<file path="src/rtl/ptg_pkg.sv">
package ptg_pkg;
    localparam int NDIR  = 5;
    localparam int DIR_W = 3;
    localparam int NPERM = 120;
    localparam int IDX_W = $clog2(NPERM);

    typedef logic [DIR_W-1:0] dir_t;
    typedef dir_t [NDIR-1:0] perm_t;

    typedef enum logic [1:0] {
        ST_IDLE,
        ST_STEP,
        ST_DONE
    } ptg_state_t;

    function automatic perm_t identity_perm();
        perm_t p;
        for (int k = 0; k < NDIR; k++) p[k] = DIR_W'(k);
        return p;
    endfunction
endpackage

</file>
<file path="src/rtl/perm_lcg.sv">
module perm_lcg
    import ptg_pkg::*;
#(
    parameter int SEED_W = 8,
    parameter int LCG_A  = 61,
    parameter int LCG_C  = 7
) (
    input  logic              clk,
    input  logic              rst_n,
    input  logic              load,
    input  logic [SEED_W-1:0] seed,
    input  logic              advance,
    output logic [IDX_W-1:0]  cur_idx
);
    logic [IDX_W-1:0]  x_q;
    logic [SEED_W-1:0] seed_red;
    logic [31:0]       mul;
    logic [IDX_W-1:0]  x_next;

    always_comb begin
        seed_red = seed % SEED_W'(NPERM);
        cur_idx  = load ? IDX_W'(seed_red) : x_q;
        mul      = 32'(LCG_A) * 32'(cur_idx) + 32'(LCG_C);
        x_next   = IDX_W'(mul % 32'(NPERM));
    end

    always_ff @(posedge clk or negedge rst_n) begin
        if (!rst_n)       x_q <= '0;
        else if (advance) x_q <= x_next;
        else if (load)    x_q <= cur_idx;
    end

    // generator state never leaves the modulus range
    a_r3_state_in_range: assert property (@(posedge clk) disable iff (!rst_n)
        x_q < IDX_W'(NPERM));
endmodule

</file>
<file path="src/rtl/perm_succ.sv">
module perm_succ
    import ptg_pkg::*;
(
    input  perm_t cur,
    output perm_t nxt
);
    perm_t sw;
    int    piv;
    int    big;

    always_comb begin
        piv = -1;
        for (int i = 0; i < NDIR-1; i++)
            if (cur[i] < cur[i+1]) piv = i;
        sw  = cur;
        big = 0;
        nxt = cur;
        if (piv < 0) begin
            for (int k = 0; k < NDIR; k++) nxt[k] = cur[NDIR-1-k];
        end else begin
            for (int k = 0; k < NDIR; k++)
                if (k > piv && cur[k] > cur[3'(piv)]) big = k;
            sw[3'(piv)] = cur[3'(big)];
            sw[3'(big)] = cur[3'(piv)];
            nxt = sw;
            for (int k = 0; k < NDIR; k++)
                if (k > piv) nxt[k] = sw[3'(piv + NDIR - k)];
        end
    end
endmodule

</file>
<file path="src/rtl/perm_table_gen.sv">
module perm_table_gen
    import ptg_pkg::*;
#(
    parameter int SEED_W = 8,
    parameter int LCG_A  = 61,
    parameter int LCG_C  = 7
) (
    input  logic                   clk,
    input  logic                   rst_n,
    input  logic                   seed_load,
    input  logic [SEED_W-1:0]      seed_value,
    input  logic                   req_valid,
    output logic                   req_ready,
    output logic                   done,
    output logic [IDX_W-1:0]       index_out,
    output logic [NDIR*DIR_W-1:0]  table_out
);
    ptg_state_t       state_q, state_d;
    logic [IDX_W-1:0] cnt_q, idx_q, cur_idx;
    perm_t            tbl_q, tbl_succ;
    logic             accept;
    logic [NDIR-1:0]  seen_mask;

    assign accept = req_valid && (state_q == ST_IDLE);

    perm_lcg #(.SEED_W(SEED_W), .LCG_A(LCG_A), .LCG_C(LCG_C)) u_lcg (
        .clk     (clk),
        .rst_n   (rst_n),
        .load    (seed_load && (state_q == ST_IDLE)),
        .seed    (seed_value),
        .advance (accept),
        .cur_idx (cur_idx)
    );

    perm_succ u_succ (
        .cur (tbl_q),
        .nxt (tbl_succ)
    );

    // next-state logic
    always_comb begin
        state_d = state_q;
        unique case (state_q)
            ST_IDLE: if (accept) state_d = ST_STEP;
            ST_STEP: if (cnt_q == '0) state_d = ST_DONE;
            ST_DONE: state_d = ST_IDLE;
            default: state_d = ST_IDLE;
        endcase
    end

    // state register
    always_ff @(posedge clk or negedge rst_n) begin
        if (!rst_n) state_q <= ST_IDLE;
        else        state_q <= state_d;
    end

    // datapath
    always_ff @(posedge clk or negedge rst_n) begin
        if (!rst_n) begin
            cnt_q <= '0;
            idx_q <= '0;
            tbl_q <= identity_perm();
        end else if (accept) begin
            cnt_q <= cur_idx;
            idx_q <= cur_idx;
            tbl_q <= identity_perm();
        end else if (state_q == ST_STEP && cnt_q != '0) begin
            cnt_q <= cnt_q - 1'b1;
            tbl_q <= tbl_succ;
        end
    end

    // outputs
    always_comb begin
        req_ready = (state_q == ST_IDLE);
        done      = (state_q == ST_DONE);
        index_out = idx_q;
        table_out = tbl_q;
    end

    always_comb begin
        seen_mask = '0;
        for (int k = 0; k < NDIR; k++)
            if (tbl_q[k] < DIR_W'(NDIR)) seen_mask[tbl_q[k]] = 1'b1;
    end

    // once accepted, the block is busy on the next cycle
    a_r8_busy_after_accept: assert property (@(posedge clk) disable iff (!rst_n)
        (req_valid && req_ready) |=> !req_ready);
    // done lasts a single cycle
    a_r7_done_single: assert property (@(posedge clk) disable iff (!rst_n)
        done |=> !done);
    // completed table is a permutation of the five codes
    a_r5_is_permutation: assert property (@(posedge clk) disable iff (!rst_n)
        done |-> (seen_mask == {NDIR{1'b1}}));
    // outputs hold while idle without request
    a_r10_hold_idle: assert property (@(posedge clk) disable iff (!rst_n)
        (req_ready && !req_valid) |=> ($stable(table_out) && $stable(index_out)));
    // rank 0 produces the identity ordering
    a_r6_rank0_identity: assert property (@(posedge clk) disable iff (!rst_n)
        (done && index_out == '0) |-> (table_out == identity_perm()));
    // reported rank stays within range
    a_r3_rank_range: assert property (@(posedge clk) disable iff (!rst_n)
        done |-> (index_out < IDX_W'(NPERM)));
endmodule

</file>
<file path="config.mk">
export PLATFORM = sky130hd
export DESIGN_NAME = perm_table_gen
export DESIGN_NICKNAME = d
export VERILOG_FILES = /design/src/rtl/ptg_pkg.sv /design/src/rtl/perm_lcg.sv /design/src/rtl/perm_succ.sv /design/src/rtl/perm_table_gen.sv
export SDC_FILE = /design/constraint.sdc
export NUM_CORES = 1
export LEC_CHECK = 0
export ABC_CLOCK_PERIOD_IN_PS = 14800
export BUFFER_PORTS_ARGS = -buffer_cell sky130_fd_sc_hd__buf_2
export CAP_MARGIN = 20
export CORE_MARGIN = 8
export CORE_UTILIZATION = 69
export CTS_CLUSTER_SIZE = 20
export DETAILED_ROUTE_END_ITERATION = 16
export PLACE_DENSITY_LB_ADDON = 0.12
export SLEW_MARGIN = 10
export SYNTH_ARGS = -nofsm -noshare
export SYNTH_HDL_FRONTEND = slang
export SYNTH_HIERARCHICAL = 1
export SYNTH_SLANG_ARGS = --single-unit
</file>
<file path="constraint.sdc">
create_clock -name clk -period 14.8 [get_ports clk]
set_input_delay 1.48 -clock clk [delete_from_list [all_inputs] [get_ports clk]]
set_output_delay 1.48 -clock clk [all_outputs]
set_load 0.05 [all_outputs]
</file>
==> summary.md, run 1 <==
| Metric | Value |
|---|---|
| Cell Int Power | `155 uW` |
| Leak | `3.13 nW` |
| Cell Area, Synth | `0.00640 mm^2` |
| Tcrit/Tclk final | `0.720` |
| Ys async rst share | `1.00` |
| DRT iter0 DRCs | `778` |
| Number of inserted diodes | `0` |
| Synth Instances | `843` |
| FF+latch area | `957 um^2` |
| Post-route cell area | `0.00666 mm^2` |
| CP top delay family | `compound AO/OA/AOI/OAI gates` |
| Placed Area | `0.00655 mm^2` |
| Final net count | `945` |
| Core area | `0.00911 mm^2` |
| Critical Path Source Type | `input port` |
| First-pass GRT wire length | `32600 um` |
| Syn Nets | `934` |
| Register area share after synthesis | `0.150` |
| Core Util, Final | `0.731` |
| Worst skew pair latency | `0.29 ns` |
| Worst slew margin | `0.339` |
| Max-capacitance violation count | `0` |
| Die Footprint | `0.0126 mm^2` |
| Post_cts resized | `0` |
| Peak supply drop | `0.0337 mV` |
| Top FF cell, synth | `dfrtp_1` |
| Reg power frac | `0.530` |
| HP Class | `flop to flop` |
| Overflow after GRT | `0` |
| CP endpoint kind | `flop` |
| Switching Share | `0.208` |
| #FFs+latches synth | `38` |
| Post-CTS Setup Repair Bufs | `0` |
| Initial antenna violation count | `0` |
| CP most frequent cell | `inv_1` |
| Max FO, Critical Path | `13` |
| Final hold viol count | `0` |
| Largest stage delay on the critical path | `0.57 ns` |
| Hold WS | `0.483 ns` |
| CTS root buffer | `clkbuf_8` |
| Detail Placement HPWL | `15300 um` |
| Slew @ Worst Pin | `0.990 ns` |
| Gate power share | `0.031` |
| Post-synth EDFFs | `0` |
| Area of the multi-input gates | `0.00501 mm^2` |
| Kind of critical path | `input port to flop` |
| Die W | `112 um` |
| Distinct cell type count after synthesis | `103` |
| Commonest non-fill, non-tap cell in the layout | `nand2_1` |
| Cts-stage hold buffer count | `0` |
| Clock buffer depth | `2` |
| Area Overhead vs Synth | `3.99%` |
| Die H | `112 um` |
| Routed wire length | `20400 um` |
| Largest net degree at the start of global routing | `39` |
| Standard-cell rows | `35` |
| Tmin final | `10.65 ns` |
| Reg2reg setup slack | `4.67 ns` |
| Slowest stage cell, crit path | `a21oi_1` |
| Fillers | `687` |
| Detail Route Antenna Nets | `0` |
| Unrepaired setup endpoints after global routing | `no` |
| IO Port Bufs | `35` |
| H-tree depth | `2` |
| Per-instance average area after synthesis | `7.59 um^2` |
| Yosys Warn Count | `6` |
| Setup Viol. Count Final | `0` |
| Outcome | `finished, final reports clean` |
| Power Dens Cells | `29.4 mW/mm^2` |
| Vias/cell | `7.27` |
| TritonRoute pass-1 iters | `6` |
| Starting Density | `0.703` |
| Global Route Usage Sum | `0.309` |
| Buf+Inv Stages, Crit Path | `5` |
| Pins Over Slew Limit | `0` |
| Clock Skew | `0.00442 ns` |
| DR vias | `7025` |
| Critical path required time | `14.98 ns` |
| Final GP Congestion | `0.997` |
| Commonest non-fill, non-tap cells in the layout | `nand2_1 (119), ha_1 (68), a21oi_1 (66), inv_1 (60), o21ai_0 (48)` |
| Wire per inst | `21.1 um` |
| Worst EP arrival | `10.83 ns` |
| Clock network fraction of total power | `0.439` |
| CTS tree | `yes` |
| CTS Buf Count | `5` |
| Number of global-route vias before repair | `6792` |
| Max Fclk | `93.9 MHz` |
| Share of cells above drive strength 1 | `0.126` |
| # clock sinks | `38` |
| Drt drc | `0` |
| Clk slew on worst S/H paths | `0.07 ns` |
| Net Sw Power | `40.8 uW` |
| Design Power | `196 uW` |
| Post-route setup TNS | `0 ns` |
| Boundary Pins | `36` |
worst reg2reg max path, delay by kind of cell (launching register included):
family | cells | cell delay, ns
adder cells (fa/ha/maj) | 6 | 2.51
XOR/XNOR | 1 | 0.37
multiplexers | 1 | 0.40
AND/OR/NAND/NOR | 12 | 3.12
buffers and inverters | 4 | 0.37
flip-flops | 1 | 0.41
AO/OA/AOI/OAI | 10 | 2.82
registers in the layout, summed over array words and instances, names as in the netlist:
| name | cells |
|---|---|
| cnt_q | 7 |
| index_out | 7 |
| state_q | 2 |
| table_out | 15 |
| u_lcg/x_q | 7 |
cells in the mapped netlist, drive strengths merged, types with 6 or more instances:
cell type / number / area [um^2]
a211o: 7 / 61.3
a211oi: 13 / 97.6
a21o: 8 / 70.1
a21oi: 68 / 355
a311oi: 7 / 67.6
a31oi: 23 / 150
a32oi: 6 / 52.6
and2: 15 / 103
and3: 7 / 46.3
buf: 16 / 123
clkbuf: 19 / 75.1
dfrtp: 33 / 826
fa: 11 / 220
ha: 68 / 851
inv: 62 / 238
mux2: 6 / 71.3
mux2i: 9 / 90.1
nand2: 119 / 447
nand2b: 6 / 40.0
nand3: 38 / 190
nand4: 14 / 93.8
nor2: 42 / 163
nor2b: 10 / 70.1
nor3: 22 / 110
nor4: 6 / 58.8
o211ai: 22 / 180
o21a: 9 / 68.8
o21ai: 54 / 274
o311ai: 6 / 77.6
o31ai: 9 / 67.6
o32ai: 7 / 61.3
or2: 6 / 37.5
xnor2: 14 / 138
xor2: 8 / 88.8
logic make-up after synthesis:
group,share of synthesized area
multiplexers,0.0252
AO/OA/AOI/OAI,0.305
flip-flops,0.150
XOR/XNOR,0.0354
adder cells (fa/ha/maj),0.169
buffers and inverters,0.0680
AND/OR/NAND/NOR,0.247
path summary, 6_finish.rpt:
check                        startpoint  cells after the start      endpoint
min                        index_out[0]                      2  index_out[0]
max in group asynchronous         rst_n                      1  u_lcg/x_q[3]
max reg2reg                  state_q[0]                     34  u_lcg/x_q[5]
min reg2reg                index_out[0]                      2  index_out[0]
min in group asynchronous         rst_n                      1  index_out[6]
max                           seed_load                     34  u_lcg/x_q[5]
stage by stage:
stage,cells,setup slack (ns)
finish,966,4.15
global route,966,3.57
CTS,966,4.42
detailed placement,958,4.19
global placement,958,4.79
floorplan,843,5.36
power groups by stage:
stage | Clock [mW] | Combinational [mW] | Sequential, mW
2_1_floorplan | 0 | 0.00139 | 0.106
3_3_place_gp | 0 | 0.00541 | 0.106
3_5_place_dp | 0 | 0.00587 | 0.106
4_1_cts | 0.0859 | 0.00594 | 0.104
5_1_grt | 0.0909 | 0.00675 | 0.104
6_report | 0.0861 | 0.00601 | 0.104
metal layers:
layer,share of wire,GRT usage
met1,0.37,0.355
met2,0.49,0.547
met3,0.091,0.0386
met4,0.046,0.169
met5,0,0
area by class of cell:
type / count / share of cell area
multi-input cells: 708 / 0.752
repair buffers: 39 / 0.0308
flip-flops and latches: 38 / 0.144
clock inverters: 3 / 0.00602
clock buffers: 5 / 0.0103
well taps: 111 / 0.0209
inverters: 62 / 0.0357
Note: power is estimated with default switching activity, not from simulation.
==> run 2: changes to the inputs <==
- ABC_CLOCK_PERIOD_IN_PS: 14800 -> 9450
- CORE_UTILIZATION: 69 -> 58
- clock period: 14.8 -> 9.45 ns (I/O delays scaled with it)
==> run 2 against run 1 <==
Flip-flop and latch count unchanged. First-iteration DRC count increased by 6.3%. Die area increased by 16%. Setup slack got worse by 3.8 ns. Power increased by 48%. Combinational power increased by 53%. Global-route usage decreased by 4.4 points. Non-clock buffer count increased by 16. Register-to-register slack got worse by 4.3 ns. Critical path type is now flop to flop. Critical endpoint unchanged. Largest cell class unchanged.
==> summary.md, run 2 (synthesis results as in run 1) <==
| Metric | Value |
|---|---|
| Outcome | `finished, final reports clean` |
| Min-Delay Path Depth | `1` |
| Tmin final | `9.09 ns` |
| Worst skew pair latency | `0.29 ns` |
| Max reg flops | `15` |
| Critical path required time | `9.63 ns` |
| Detail Route Antenna Nets | `0` |
| Hold Startpoint | `cnt_q[6]` |
| FF-to-FF path depth | `32` |
| Core Util, Final | `0.634` |
| Share of cells above drive strength 1 | `0.152` |
| Kind of critical path | `flop to flop` |
| # clock sinks | `38` |
| Boundary Pins | `36` |
| Starting Density | `0.593` |
| CP most frequent cell | `ha_1` |
| Worst Hold End | `state_q[1]` |
| Pre-CTS WS | `-0.0703 ns` |
| RR Startpoint | `state_q[0]` |
| Cts-stage hold buffer count | `0` |
| Reg2reg end | `u_lcg/x_q[5]` |
| Fillers | `958` |
| CTS root buffer | `clkbuf_8` |
| Clock buffer depth | `2` |
| TritonRoute pass-1 iters | `6` |
| Largest net degree at the start of global routing | `39` |
| Commonest non-fill, non-tap cells in the layout | `nand2_1 (119), ha_1 (67), a21oi_1 (65), inv_1 (60), o21ai_0 (48)` |
| # placed instances | `993` |
| Pins Over Slew Limit | `0` |
| Largest stage delay on the critical path | `0.54 ns` |
| Clock Skew | `0.0102 ns` |
| Area Overhead vs Synth | `6.82%` |
| Worst slew margin | `0.293` |
| Final GP Congestion | `0.974` |
| DRT iter0 DRCs | `827` |
| CTS Buf Count | `5` |
| Reg2reg setup slack | `0.36 ns` |
| Final hold viol count | `0` |
| Design Power | `289 uW` |
| Core area | `0.0108 mm^2` |
| Overflow after GRT | `0` |
| Number of global-route vias before repair | `6437` |
| Leak | `3.20 nW` |
| Tcrit/Tclk final | `0.962` |
| Slowest stage cell, crit path | `fa_1` |
| Standard-cell rows | `38` |
| Detail Placement HPWL | `15100 um` |
| Worst EP arrival | `9.26 ns` |
| Routed wire length | `19900 um` |
| CP endpoint kind | `flop` |
| Global Route Usage Sum | `0.265` |
| Final net count | `961` |
| IO Port Bufs | `35` |
| HP Class | `flop to flop` |
| Die H | `121 um` |
| CTS tree | `yes` |
| Commonest non-fill, non-tap cell in the layout | `nand2_1` |
| Number of inserted diodes | `0` |
| Max-capacitance violation count | `0` |
| Placed Area | `0.00663 mm^2` |
| Post-route cell area | `0.00684 mm^2` |
| Clk slew on worst S/H paths | `0.08 ns` |
| Die W | `121 um` |
| Drt drc | `0` |
| Setup Viol. Count Final | `0` |
| Critical Path Source Type | `flop` |
| Max FO, Critical Path | `13` |
| Peak supply drop | `0.0578 mV` |
| Wire per inst | `19.7 um` |
| Worst Setup Slack, final | `0.361 ns` |
| Initial antenna violation count | `0` |
| H-tree depth | `2` |
| First-pass GRT wire length | `32300 um` |
| Slew @ Worst Pin | `1.05 ns` |
| Vias/cell | `6.82` |
| Die Footprint | `0.0147 mm^2` |
| Max Fclk | `110 MHz` |
| Fin cells | `1011` |
| Power Dens Cells | `42.3 mW/mm^2` |
| DR vias | `6896` |
==> run 2: what timing repair did <==
action	4_1_cts	5_1_grt
setup buffers	0	10
resized for setup	0	9
endpoints found under the setup margin	0	4
==> run 2: metal layers <==
metal  wire, um  share of wire  vias up  global-route usage
met5          0              0        -                   0
met4        794          0.040        0               0.124
met3       1390          0.070       75              0.0316
met2       9680           0.49      365               0.456
met1       8010           0.40     3258               0.324
li1           -              -     3198                   -
==> run 2: area by class of cell <==
class | instances | area [um^2] | share of cell area
tap | 140 | 175 | 0.0256
sequential | 38 | 957 | 0.140
clock inverter | 2 | 12.5 | 0.00183
multi-input combinational | 708 | 5050 | 0.738
clock buffer | 6 | 82.6 | 0.0121
timing repair buffer | 55 | 325 | 0.0476
inverter | 62 | 238 | 0.0348
==> run 2: worst max-delay path by stage <==
stage,startpoint,end,slack [ns],depth (start not counted)
2_1_floorplan,state_q[0],u_lcg/x_q[5],0.27,34
3_3_place_gp,seed_load,u_lcg/x_q[5],0.29,32
3_5_place_dp,seed_value[4],u_lcg/x_q[5],-0.07,36
4_1_cts,seed_value[4],u_lcg/x_q[5],0.24,36
5_1_grt,seed_value[4],u_lcg/x_q[5],-0.03,36
6_report,state_q[0],u_lcg/x_q[5],0.36,32
==> run 2: power by group <==
group | total, mW | switching [mW] | internal, mW | leakage, nW
Clock | 0.117 | 0.0588 | 0.0587 | 0.0472
Combinational | 0.00921 | 0.00645 | 0.00276 | 2.71
Sequential | 0.163 | 0 | 0.163 | 0.447
==> run 2: worst max-delay path: cells and delay by family (launching register included) <==
family	cells	cell delay [ns]
xor gates and xnor gates	1	0.16
AOI/OAI and AO/OA	8	1.90
muxes	3	1.07
adders and majority gates	7	2.70
buffers and inverters	2	0.10
and+or+nand+nor	11	2.63
DFF	1	0.41
==> run 2: per-stage QoR <==
stage | setup TNS [ns] | hold WS [ns]
2_1_floorplan | 0 | 0.433
3_3_place_gp | 0 | 0.449
3_5_place_dp | -0.0907 | 0.451
4_1_cts | 0 | 0.461
5_1_grt | -0.0313 | 0.487
6_report | 0 | 0.466
==> run 3: changes to the inputs <==
- BUFFER_PORTS_ARGS: -buffer_cell sky130_fd_sc_hd__buf_2 -> default
- CORE_UTILIZATION: 58 -> 60
- DONT_BUFFER_PORTS: default -> 1
==> run 3 against run 2 <==
Flip-flop and latch count did not move. Critical path depth rose by 5. Non-clock buffer count fell by 36. Maximum frequency fell by 2.0%.
==> summary.md, run 3 (synthesis results as in run 1) <==
| Metric | Value |
|---|---|
| First-pass GRT wire length | `32600 um` |
| Max Fclk | `108 MHz` |
| Peak supply drop | `0.0575 mV` |
| Slowest stage cell, crit path | `or4_4` |
| Area Overhead vs Synth | `4.28%` |
| Final GP Congestion | `0.998` |
| Max FO, Critical Path | `10` |
| Leak | `3.09 nW` |
| Die H | `119 um` |
| Placed Area | `0.00647 mm^2` |
| Reg2reg setup slack | `0.33 ns` |
| Tmin final | `9.27 ns` |
| Pins Over Slew Limit | `0` |
| Max reg flops | `15` |
| Power Dens Cells | `45.6 mW/mm^2` |
| CTS tree | `yes` |
| Post-route setup TNS | `0 ns` |
| H-tree depth | `2` |
| Die Footprint | `0.0142 mm^2` |
| RR Startpoint | `state_q[0]` |
| CTS Buf Count | `5` |
| Standard-cell rows | `37` |
| DR vias | `6811` |
| Kind of critical path | `input port to flop` |
| Worst skew pair latency | `0.30 ns` |
| Clk slew on worst S/H paths | `0.08 ns` |
| Routed wire length | `20600 um` |
| Clock Skew | `0.00652 ns` |
| Initial antenna violation count | `0` |
| Drt drc | `0` |
| Number of inserted diodes | `0` |
| Wire per inst | `21.2 um` |
| CTS root buffer | `clkbuf_8` |
| Vias/cell | `7.01` |
| Largest net degree at the start of global routing | `39` |
| Global Route Usage Sum | `0.274` |
| Post-route cell area | `0.00668 mm^2` |
| FF-to-FF path depth | `34` |
| TritonRoute pass-1 iters | `6` |
| Worst slew margin | `0.341` |
| Clock buffer depth | `2` |
| HP Class | `input port to async pin` |
| DRT iter0 DRCs | `792` |
| Core area | `0.0103 mm^2` |
| Final net count | `925` |
| Buf+Inv Stages, Crit Path | `7` |
| Fillers | `930` |
| Fin cells | `971` |
| Slew @ Worst Pin | `0.987 ns` |
| # placed instances | `957` |
| Tcrit/Tclk final | `0.981` |
| Commonest non-fill, non-tap cells in the layout | `nand2_1 (119), ha_1 (68), a21oi_1 (65), inv_1 (60), o21ai_0 (48)` |
| Area of the multi-input gates | `0.00506 mm^2` |
| Outcome | `finished, final reports clean` |
| Die W | `119 um` |
| Commonest non-fill, non-tap cell in the layout | `nand2_1` |
| CP most frequent cell | `inv_1` |
| Setup Viol. Count Final | `0` |
| CP top delay family | `compound AO/OA/AOI/OAI gates` |
| Detail Route Antenna Nets | `0` |
| Detail Placement HPWL | `15300 um` |
| Worst EP arrival | `9.45 ns` |
| Overflow after GRT | `0` |
| Critical Path Source Type | `input port` |
| Largest stage delay on the critical path | `0.54 ns` |
| Core Util, Final | `0.647` |
| Final hold viol count | `0` |
| IO Port Bufs | `0` |
| Boundary Pins | `36` |
| Share of cells above drive strength 1 | `0.116` |
| CP endpoint kind | `flop` |
| Critical path required time | `9.63 ns` |
| Design Power | `304 uW` |
| FF+latch area | `957 um^2` |
| Starting Density | `0.620` |
| # clock sinks | `38` |
| Reg2reg end | `u_lcg/x_q[5]` |
| Number of global-route vias before repair | `6401` |
| Max-capacitance violation count | `0` |
| Cts-stage hold buffer count | `0` |
## run 3: changes by cell type in the layout (fill, tap and decap cells not counted), sizes merged
cell / before / now
buf: 55 / 19
bufinv: 0 / 1
clkbuf: 6 / 5
clkinv: 1 / 2
clkinvlp: 1 / 0
## run 3: worst max path at each step
stage | start | to | cells after the start
floorplan | state_q[0] | u_lcg/x_q[5] | 34
global route | seed_value[5] | u_lcg/x_q[5] | 35
CTS | state_q[0] | u_lcg/x_q[5] | 30
global placement | seed_load | u_lcg/x_q[5] | 31
finish | seed_value[5] | u_lcg/x_q[5] | 37
detailed placement | seed_load | u_lcg/x_q[5] | 30
## run 3: through the flow
step                      hold slack, ns  setup slack [ns]
after floorplan                    0.433             0.268
after global placement             0.466             0.280
after detailed placement           0.480           -0.0955
after CTS                          0.328             0.149
after global routing               0.325            -0.137
final                              0.333             0.180
## run 3: power breakdown
group,internal (mW),total (mW),leakage (nW),switching (mW)
Clock,0.0777,0.139,0.0579,0.0609
Sequential,0.163,0.163,0.447,0
Combinational,0.00121,0.00297,2.58,0.00176
Total,0.242,0.304,3.09,0.0627
## run 3: final cells by class
class	instances	share of cell area
well taps	136	0.0255
clock buffers	5	0.0103
repair buffers	19	0.0214
multi-input cells	708	0.758
inverters	62	0.0356
clock inverters	3	0.00600
flip-flops and latches	38	0.143
## run 3: per-layer routing
| metal | vias to the layer above | GRT usage | share of wire |
|---|---|---|---|
| met4 | 0 | 0.123 | 0.046 |
| met2 | 403 | 0.482 | 0.49 |
| met1 | 3184 | 0.325 | 0.38 |
| li1 | 3128 | - | - |
| met3 | 96 | 0.0383 | 0.081 |
| met5 | - | 0 | 0 |
## run 3: what timing repair did
action | CTS | global route
setup endpoints to repair | 0 | 4
gates resized for setup | 0 | 11
setup buffers | 0 | 6
